$ cat src/rtl/atapi_pkt_fsm.sv
module atapi_pkt_fsm #(
  parameter int BUSY_CYCLES = 4,
  parameter int RB_DEPTH    = 16,
  localparam int AW = $clog2(RB_DEPTH)
) (
  input  logic          clk,
  input  logic          rst_n,
  input  logic [2:0]    tf_sel,
  input  logic          tf_wr,
  input  logic          tf_rd,
  input  logic [7:0]    tf_wdata,
  output logic [7:0]    tf_rdata,
  input  logic          dp_wr,
  input  logic [15:0]   dp_wdata,
  input  logic          dp_rd,
  output logic [15:0]   dp_rdata,
  input  logic          rb_wr,
  input  logic [AW-1:0] rb_addr,
  input  logic [15:0]   rb_wdata,
  input  logic [15:0]   resp_len,
  input  logic          resp_fail,
  output logic          intrq
);

  localparam int BW = $clog2(BUSY_CYCLES + 1);

  localparam logic [2:0] SEL_ERR  = 3'd0;
  localparam logic [2:0] SEL_RSN  = 3'd1;
  localparam logic [2:0] SEL_BCL  = 3'd2;
  localparam logic [2:0] SEL_BCH  = 3'd3;
  localparam logic [2:0] SEL_DEV  = 3'd4;
  localparam logic [2:0] SEL_STAT = 3'd5;
  localparam logic [2:0] SEL_ALT  = 3'd6;

  typedef enum logic [2:0] {S_IDLE, S_PKT, S_BUSY, S_DATA, S_DONE, S_FAIL} st_e;

  st_e           st;
  logic [7:0]    rsn, bcl, bch, dev, err, status;
  logic          nien, irq;
  logic [2:0]    wcnt;
  logic [BW-1:0] bcnt;
  logic [15:0]   left;
  logic [AW-1:0] ridx;
  logic [15:0]   mem [RB_DEPTH];

  logic busy, wr_ok, busy_end, last_rd, unused_pkt;

  assign busy     = (st == S_BUSY);
  assign wr_ok    = tf_wr && !busy;
  assign busy_end = busy && (bcnt == '0);
  assign last_rd  = (st == S_DATA) && dp_rd && (left <= 16'd2);
  assign unused_pkt = ^dp_wdata;

  always_comb begin
    case (st)
      S_PKT:   status = 8'h58;
      S_BUSY:  status = 8'hD0;
      S_DATA:  status = 8'h58;
      S_FAIL:  status = 8'h51;
      default: status = 8'h50;
    endcase
  end

  always_comb begin
    case (tf_sel)
      SEL_ERR:           tf_rdata = err;
      SEL_RSN:           tf_rdata = rsn;
      SEL_BCL:           tf_rdata = bcl;
      SEL_BCH:           tf_rdata = bch;
      SEL_DEV:           tf_rdata = dev;
      SEL_STAT, SEL_ALT: tf_rdata = status;
      default:           tf_rdata = 8'h00;
    endcase
  end

  assign dp_rdata = (st == S_DATA) ? mem[ridx] : 16'h0000;
  assign intrq    = irq && !nien;

  always_ff @(posedge clk) begin
    if (rb_wr) mem[rb_addr] <= rb_wdata;
  end

  always_ff @(posedge clk) begin
    if (!rst_n) begin
      st   <= S_IDLE;
      rsn  <= '0;
      bcl  <= '0;
      bch  <= '0;
      dev  <= '0;
      err  <= '0;
      nien <= 1'b0;
      irq  <= 1'b0;
      wcnt <= '0;
      bcnt <= '0;
      left <= '0;
      ridx <= '0;
    end else begin
      if (tf_rd && tf_sel == SEL_STAT) irq <= 1'b0;

      case (st)
        S_PKT: if (dp_wr) begin
          if (wcnt == 3'd5) begin
            st   <= S_BUSY;
            bcnt <= BW'(BUSY_CYCLES - 1);
          end else begin
            wcnt <= wcnt + 3'd1;
          end
        end
        S_BUSY: begin
          if (bcnt != '0) begin
            bcnt <= bcnt - 1'b1;
          end else begin
            irq <= 1'b1;
            if (resp_fail) begin
              st  <= S_FAIL;
              err <= 8'h60;
              rsn <= 8'h03;
            end else if (resp_len == 16'd0) begin
              st  <= S_DONE;
              err <= 8'h00;
              rsn <= 8'h03;
              bcl <= 8'h00;
              bch <= 8'h00;
            end else begin
              st   <= S_DATA;
              rsn  <= 8'h02;
              bcl  <= resp_len[7:0];
              bch  <= resp_len[15:8];
              left <= resp_len;
              ridx <= '0;
            end
          end
        end
        S_DATA: if (dp_rd) begin
          ridx <= ridx + 1'b1;
          if (left <= 16'd2) begin
            st   <= S_DONE;
            rsn  <= 8'h03;
            err  <= 8'h00;
            irq  <= 1'b1;
            left <= '0;
          end else begin
            left <= left - 16'd2;
          end
        end
        default: ;
      endcase

      if (wr_ok) begin
        case (tf_sel)
          SEL_RSN: rsn  <= tf_wdata;
          SEL_BCL: bcl  <= tf_wdata;
          SEL_BCH: bch  <= tf_wdata;
          SEL_DEV: dev  <= tf_wdata;
          SEL_ALT: nien <= tf_wdata[1];
          SEL_STAT: if (tf_wdata == 8'hA0) begin
            st   <= S_PKT;
            rsn  <= 8'h01;
            err  <= 8'h00;
            irq  <= 1'b0;
            wcnt <= '0;
          end
          default: ;
        endcase
      end
    end
  end

  a_r4_quiet_until_packet: assert property (@(posedge clk) disable iff (!rst_n)
    (st == S_PKT || st == S_BUSY) |-> !irq);

  a_r5_sixth_word_busy: assert property (@(posedge clk) disable iff (!rst_n)
    (st == S_PKT && dp_wr && wcnt == 3'd5 && !(wr_ok && tf_sel == SEL_STAT)) |=> (st == S_BUSY));

  a_r5_busy_holds: assert property (@(posedge clk) disable iff (!rst_n)
    (busy && bcnt != '0) |=> busy);

  a_r3_busy_frozen: assert property (@(posedge clk) disable iff (!rst_n)
    (busy && bcnt != '0 && tf_wr) |=> $stable({rsn, bcl, bch, dev, nien}));

  a_r10_status_read_clears: assert property (@(posedge clk) disable iff (!rst_n)
    (tf_rd && tf_sel == SEL_STAT && !busy_end && !last_rd) |=> !irq);

  a_r10_alt_read_keeps: assert property (@(posedge clk) disable iff (!rst_n)
    (irq && tf_rd && tf_sel == SEL_ALT && !tf_wr) |=> irq);

  a_r8_last_read_completes: assert property (@(posedge clk) disable iff (!rst_n)
    (last_rd && !tf_wr) |=> (st == S_DONE && irq));

endmodule

$ cat config.mk
export PLATFORM = sky130hd
export DESIGN_NAME = atapi_pkt_fsm
export DESIGN_NICKNAME = d
export VERILOG_FILES = /design/src/rtl/atapi_pkt_fsm.sv
export SDC_FILE = /design/constraint.sdc
export NUM_CORES = 1
export LEC_CHECK = 0
export ABC_AREA = 0
export CAP_MARGIN = 20
export CELL_PAD_IN_SITES_DETAIL_PLACEMENT = 1
export CELL_PAD_IN_SITES_GLOBAL_PLACEMENT = 2
export CORE_ASPECT_RATIO = 1.2
export CORE_MARGIN = 2
export CORE_UTILIZATION = 43
export CTS_CLUSTER_DIAMETER = 150
export CTS_CLUSTER_SIZE = 30
export DETAILED_ROUTE_END_ITERATION = 12
export PLACE_DENSITY_LB_ADDON = 0.12
export SLEW_MARGIN = 20
export SYNTH_ARGS = -nofsm -noshare
export SYNTH_HDL_FRONTEND = slang
export SYNTH_SLANG_ARGS = --single-unit
$ cat constraint.sdc
create_clock -name clk -period 3.1 [get_ports clk]
set_input_delay 0.775 -clock clk [delete_from_list [all_inputs] [get_ports clk]]
set_output_delay 0.775 -clock clk [all_outputs]
set_load 0.03 [all_outputs]
# Word level (Yosys, flattened, before mapping)
# Memories as Yosys holds them, arrays and structs flattened. A register that Yosys moved wholly into a read port is not among the register bits.
# Index checks and enable logic that the tools add are counted.
# totals
register_bits,71
ram_bits,256
out_inout_bits,25
n_memories,1
# classes
n_addsub,4
order_cmp,1
n_eq_ne,19
mux,77
n_reduce_logical,16
# mem_list
memory,depth,word_bits,read_ports,rd_clocked_by_memory_dff,wr,line,rtl
mem,16,16,1,1,1,44,logic [15:0] mem [RB_DEPTH];
# op_table
op,n
8-bit 2-to-1 mux,25
16-bit 2-to-1 mux,6
3-bit 2-to-1 mux,19
8-bit one-hot mux with 2 select lines,3
8-bit one-hot mux with 6 select lines,1
16-bit one-hot mux with 2 select lines,1
4-bit 2-to-1 mux,6
8-bit one-hot mux with 3 select lines,1
"16-bit by 2-bit less-or-equal comparator with 1-bit output, second input constant",1
16-bit logical NOT,1
"16-bit by 2-bit subtractor with 16-bit output, second input constant",1
"3-bit == test, second input constant",5
"3-bit by 2-bit == test with 1-bit output, second input constant",4
"2-bit inequality test, second input constant",6
1-bit 2-to-1 mux,11
3-bit one-hot mux with 3 select lines,1
"8-bit == test, second input constant",1
4-bit one-hot mux with 2 select lines,1
"3-bit by 1-bit == test with 1-bit output, second input constant",2
3-bit one-hot mux with 2 select lines,1
5-bit AND reduction,1
"4-bit by 1-bit adder with 4-bit output, second input constant",1
2-bit AND reduction,2
4-bit AND reduction,1
10 further kinds,15

# Longest topological paths before layout
# depth
depth_word,9
ltp_mapped,9
depth_no_buf,7

# Worst setup path after synthesis
# Ideal clock, no wire load.
# synth_timing
path_kind,input port to output port
from,input tf_sel[0]
to,output tf_rdata[4]
arrival_time_ns,2.303
t_required_ns,2.325
slack_ns,0.022
path_stages,5
n_path_buf,3
cell_sequence,buf_2 -> clkbuf_1 -> clkbuf_1 -> o22ai_1 -> o21ai_0
# synth_between
elab_chain_cells,3
word_cells_on_any_way,9
# synth_lines
element,line,rtl
"start, declared",8,"input logic [2:0] tf_sel,"
3-bit == test,65,case (tf_sel)
2-bit OR reduction,65,
8-bit one-hot mux with 6 select lines *,65,
"end, declared",12,"output logic [7:0] tf_rdata,"
# Mark *: on every way between the ends. The rest lies on a longest branch, timed or not.

==> run summary <==
CP Data Arrival Time: 2.62 ns
sequential element share of the synthesized area: 67.6%
# DRC: 0
initial core utilization: 43.5%
CP Launch Type: register
Slew Viols, Final: 0
Synth async-reset ratio: 0%
largest cells by area after synthesis: edfxtp_1, mux4_2, dfxtp_1, nor2_1, o21ai_0
Crit path required time: 2.32 ns
DIE WIDTH: 166 um
clk slew on worst S/H paths: 0.11 ns
Syn Nets: 929
setup violators final: 16
RSZ-0062 raised after global routing: yes
Finished Cell Area: 16100 sq um
Crit Path Class: reg2out
worst-path fanout max: 7
clk sink count: 331
PwrDens: 466 nW/um^2
Root Driver: clkbuf_16
row cnt: 71
MaxCap Viol Count: 0
Mapped Cells: 852
Worst Tran Pin Value: 0.818 ns
global route total overflow: 0
Hold Buf Count CTS: 0
post-route ant nets: 0
Post-Syn Area: 13600 sq um
vias per inst: 5.82
Top Ports: 96
first-pass GRT wire length: 55300 um
# diodes: 0
post-synthesis register bit count: 331
Final HPWL DP: 24500 um
CP Capture Type: output port
via count: 8169
largest net degree at the start of global routing: 32
layout overhead on the synthesized area: 18.7%
P_leak: 5.26 nW
Max clock buf depth: 3
Synth top area share: 56.5%
Final Hold Fails: 0
outcome: finished, violations left
Port-buffer cells: 79
failing checks: setup timing
Final nets: 1072
number of enable flip-flop cells after synthesis: 256
post-layout minimum cycle time: 3.40 ns
DRT Pass-1 Iters: 5
Total Routing Usage GR: 22.3%
wirelength, routed: 36800 um
TritonCTS clock tree: yes
WHS: 0.465 ns
worst vdd ir: 0.000412 V
fmax: 0.294 GHz
core area: 31300 sq um
level count of the clock H-tree: 1
synth unique cells: 61
Final period util: 110%
setup TNS: -3.43 ns
DIE HEIGHT: 199 um
Slew HR: 45.0%
flop-to-flop setup slack: 0.56 ns
cts bufs inserted: 15
Synth Warn #: 0
Placed Area: 15300 sq um
Setup WS post-layout: -0.300 ns
Clock Skews: 0.0261 ns
layout cell share with drive strength beyond 1: 24.7%
number of global-route vias before repair: 8887
DRT iter0 DRCs: 591
die footprint: 33100 sq um
worst skew pair latency: 0.51 ns
Yosys top cell by area: edfxtp_1
Most used DFF post-synth: edfxtp_1
antenna violations before repair: 0
Final GP Congestion: 0.849
Avg WL per Cell: 26.2 um
Syn Area/Cell: 16.0 sq um
Min-Delay Path Class: reg2reg
==> synthesized netlist by cell type (3+ instances only) <==
cell	instances
o2bb2a_1	3
mux4_2	81
edfxtp_1	256
dfxtp_1	75
xnor2_1	3
and2_1	25
nand3b_1	5
mux2_2	5
ha_1	6
o21ai_0	32
nand2_1	42
nor3_1	16
buf_1	8
a211oi_1	3
inv_1	15
a31oi_1	12
a22o_1	6
clkbuf_1	19
nand2b_1	5
buf_4	7
o22ai_1	14
buf_2	12
or3_1	5
nand4b_1	3
and3_1	4
a21oi_1	31
nor2_1	59
a221oi_1	12
a32oi_1	4
a22oi_1	7
nand3_1	10
nor2b_1	9
mux2i_1	15
nor4_1	6
==> sequential cells by signal, indices dropped and copies added (netlist names), named ones only <==
name,cells
wcnt,3
rsn,8
bcl,8
bcnt,3
bch,8
nien,1
err,8
left,16
ridx,4
dev,8
irq,1
mem,256
st,3
==> per-layer routing <==
layer / up-vias / GRT usage (%) / part of all wire [%]
met5: - / 0 / 0
met4: 0 / 6.51 / 2.7
met3: 63 / 2.75 / 4.0
met2: 209 / 41.3 / 53
met1: 4236 / 27.6 / 40
li1: 3661 / - / -
==> power breakdown <==
part	internal [mW]	total [mW]	leakage [nW]	switching, mW
sequential	4.85	4.88	2.92	0.0264
combinational	0.152	0.361	2.13	0.209
clock	0.942	2.28	0.207	1.34
total	5.94	7.52	5.26	1.58
==> layout by cell type, fill, tap and decap left out, types with 3 or more instances in the layout <==
cell and n:
and3_1 4, nand4b_1 3, xnor2_1 3, nor2_1 59, and2_4 13, mux2i_1 15, a32oi_1 4, nand3b_1 5
nand2b_1 5, o2bb2a_1 3, clkbuf_1 8, a22oi_1 7, buf_16 3, mux2_2 5, nor4_1 6, a211oi_1 3
inv_1 15, nand3_1 10, clkdlybuf4s50_1 52, buf_6 16, a21oi_1 31, dfxtp_1 72, nor2b_1 8, a31oi_1 12
mux4_2 81, and2_1 12, edfxtp_1 256, nand2_1 42, clkbuf_16 17, ha_1 6, o21ai_0 32, buf_4 81
nor3_2 4, buf_12 12, or3_1 5, o22ai_1 14, a221oi_1 12, a22o_1 6, nor3_1 12
==> worst max-delay path: stages, from the launching register on <==
cell and delay [ns]:
dfxtp_4 0.40, buf_12 0.12, buf_12 0.14, buf_16 0.13, mux4_2 0.52, mux4_2 0.51
and2_4 0.16, buf_6 0.13
==> metrics by stage <==
stage,util (%),worst slack [ns],std cells,power (mW)
after global placement,48.9,-0.445,1359,5.32
after detailed placement,48.9,-0.442,1359,5.34
after floorplan,-,0.0223,852,5.10
after global routing,51.6,-0.351,1404,7.76
after CTS,51.2,-0.331,1396,7.58
final,51.6,-0.300,1404,7.52
==> final cells by class <==
class | count | area, sq um
repair buffers | 173 | 1760
multi-input cells | 459 | 4190
flip-flops and latches | 331 | 9200
inverters | 15 | 56.3
clock inverters | 2 | 33.8
fillers | 3004 | 15100
clock buffers | 23 | 405
well taps | 401 | 502
==> path summary, 6_finish.rpt <==
kind | startpoint | to | cells past startpoint
max | register | dp_rdata[15] | 7
min | irq | irq | 2
max reg2reg | st[0] | left[6] | 6
min reg2reg | irq | irq | 2
==> kinds of logic after synthesis <==
kind of cell	share of synthesized area [%]
AO/OA/AOI/OAI	6.91
XOR/XNOR	0.258
adder cells (fa/ha/maj)	0.552
buffers and inverters	2.07
flip-flops	67.6
multiplexers	14.9
AND/OR/NAND/NOR	7.71
==> timing repair <==
action | 4_1_cts | 5_1_grt
pin swaps | 5 | 3
cloned | 2 | 3
setup endpoints to repair | 24 | 22
gates resized for setup | 75 | 19
setup buffers | 10 | 7
Note: power is estimated with default switching activity, not from simulation.
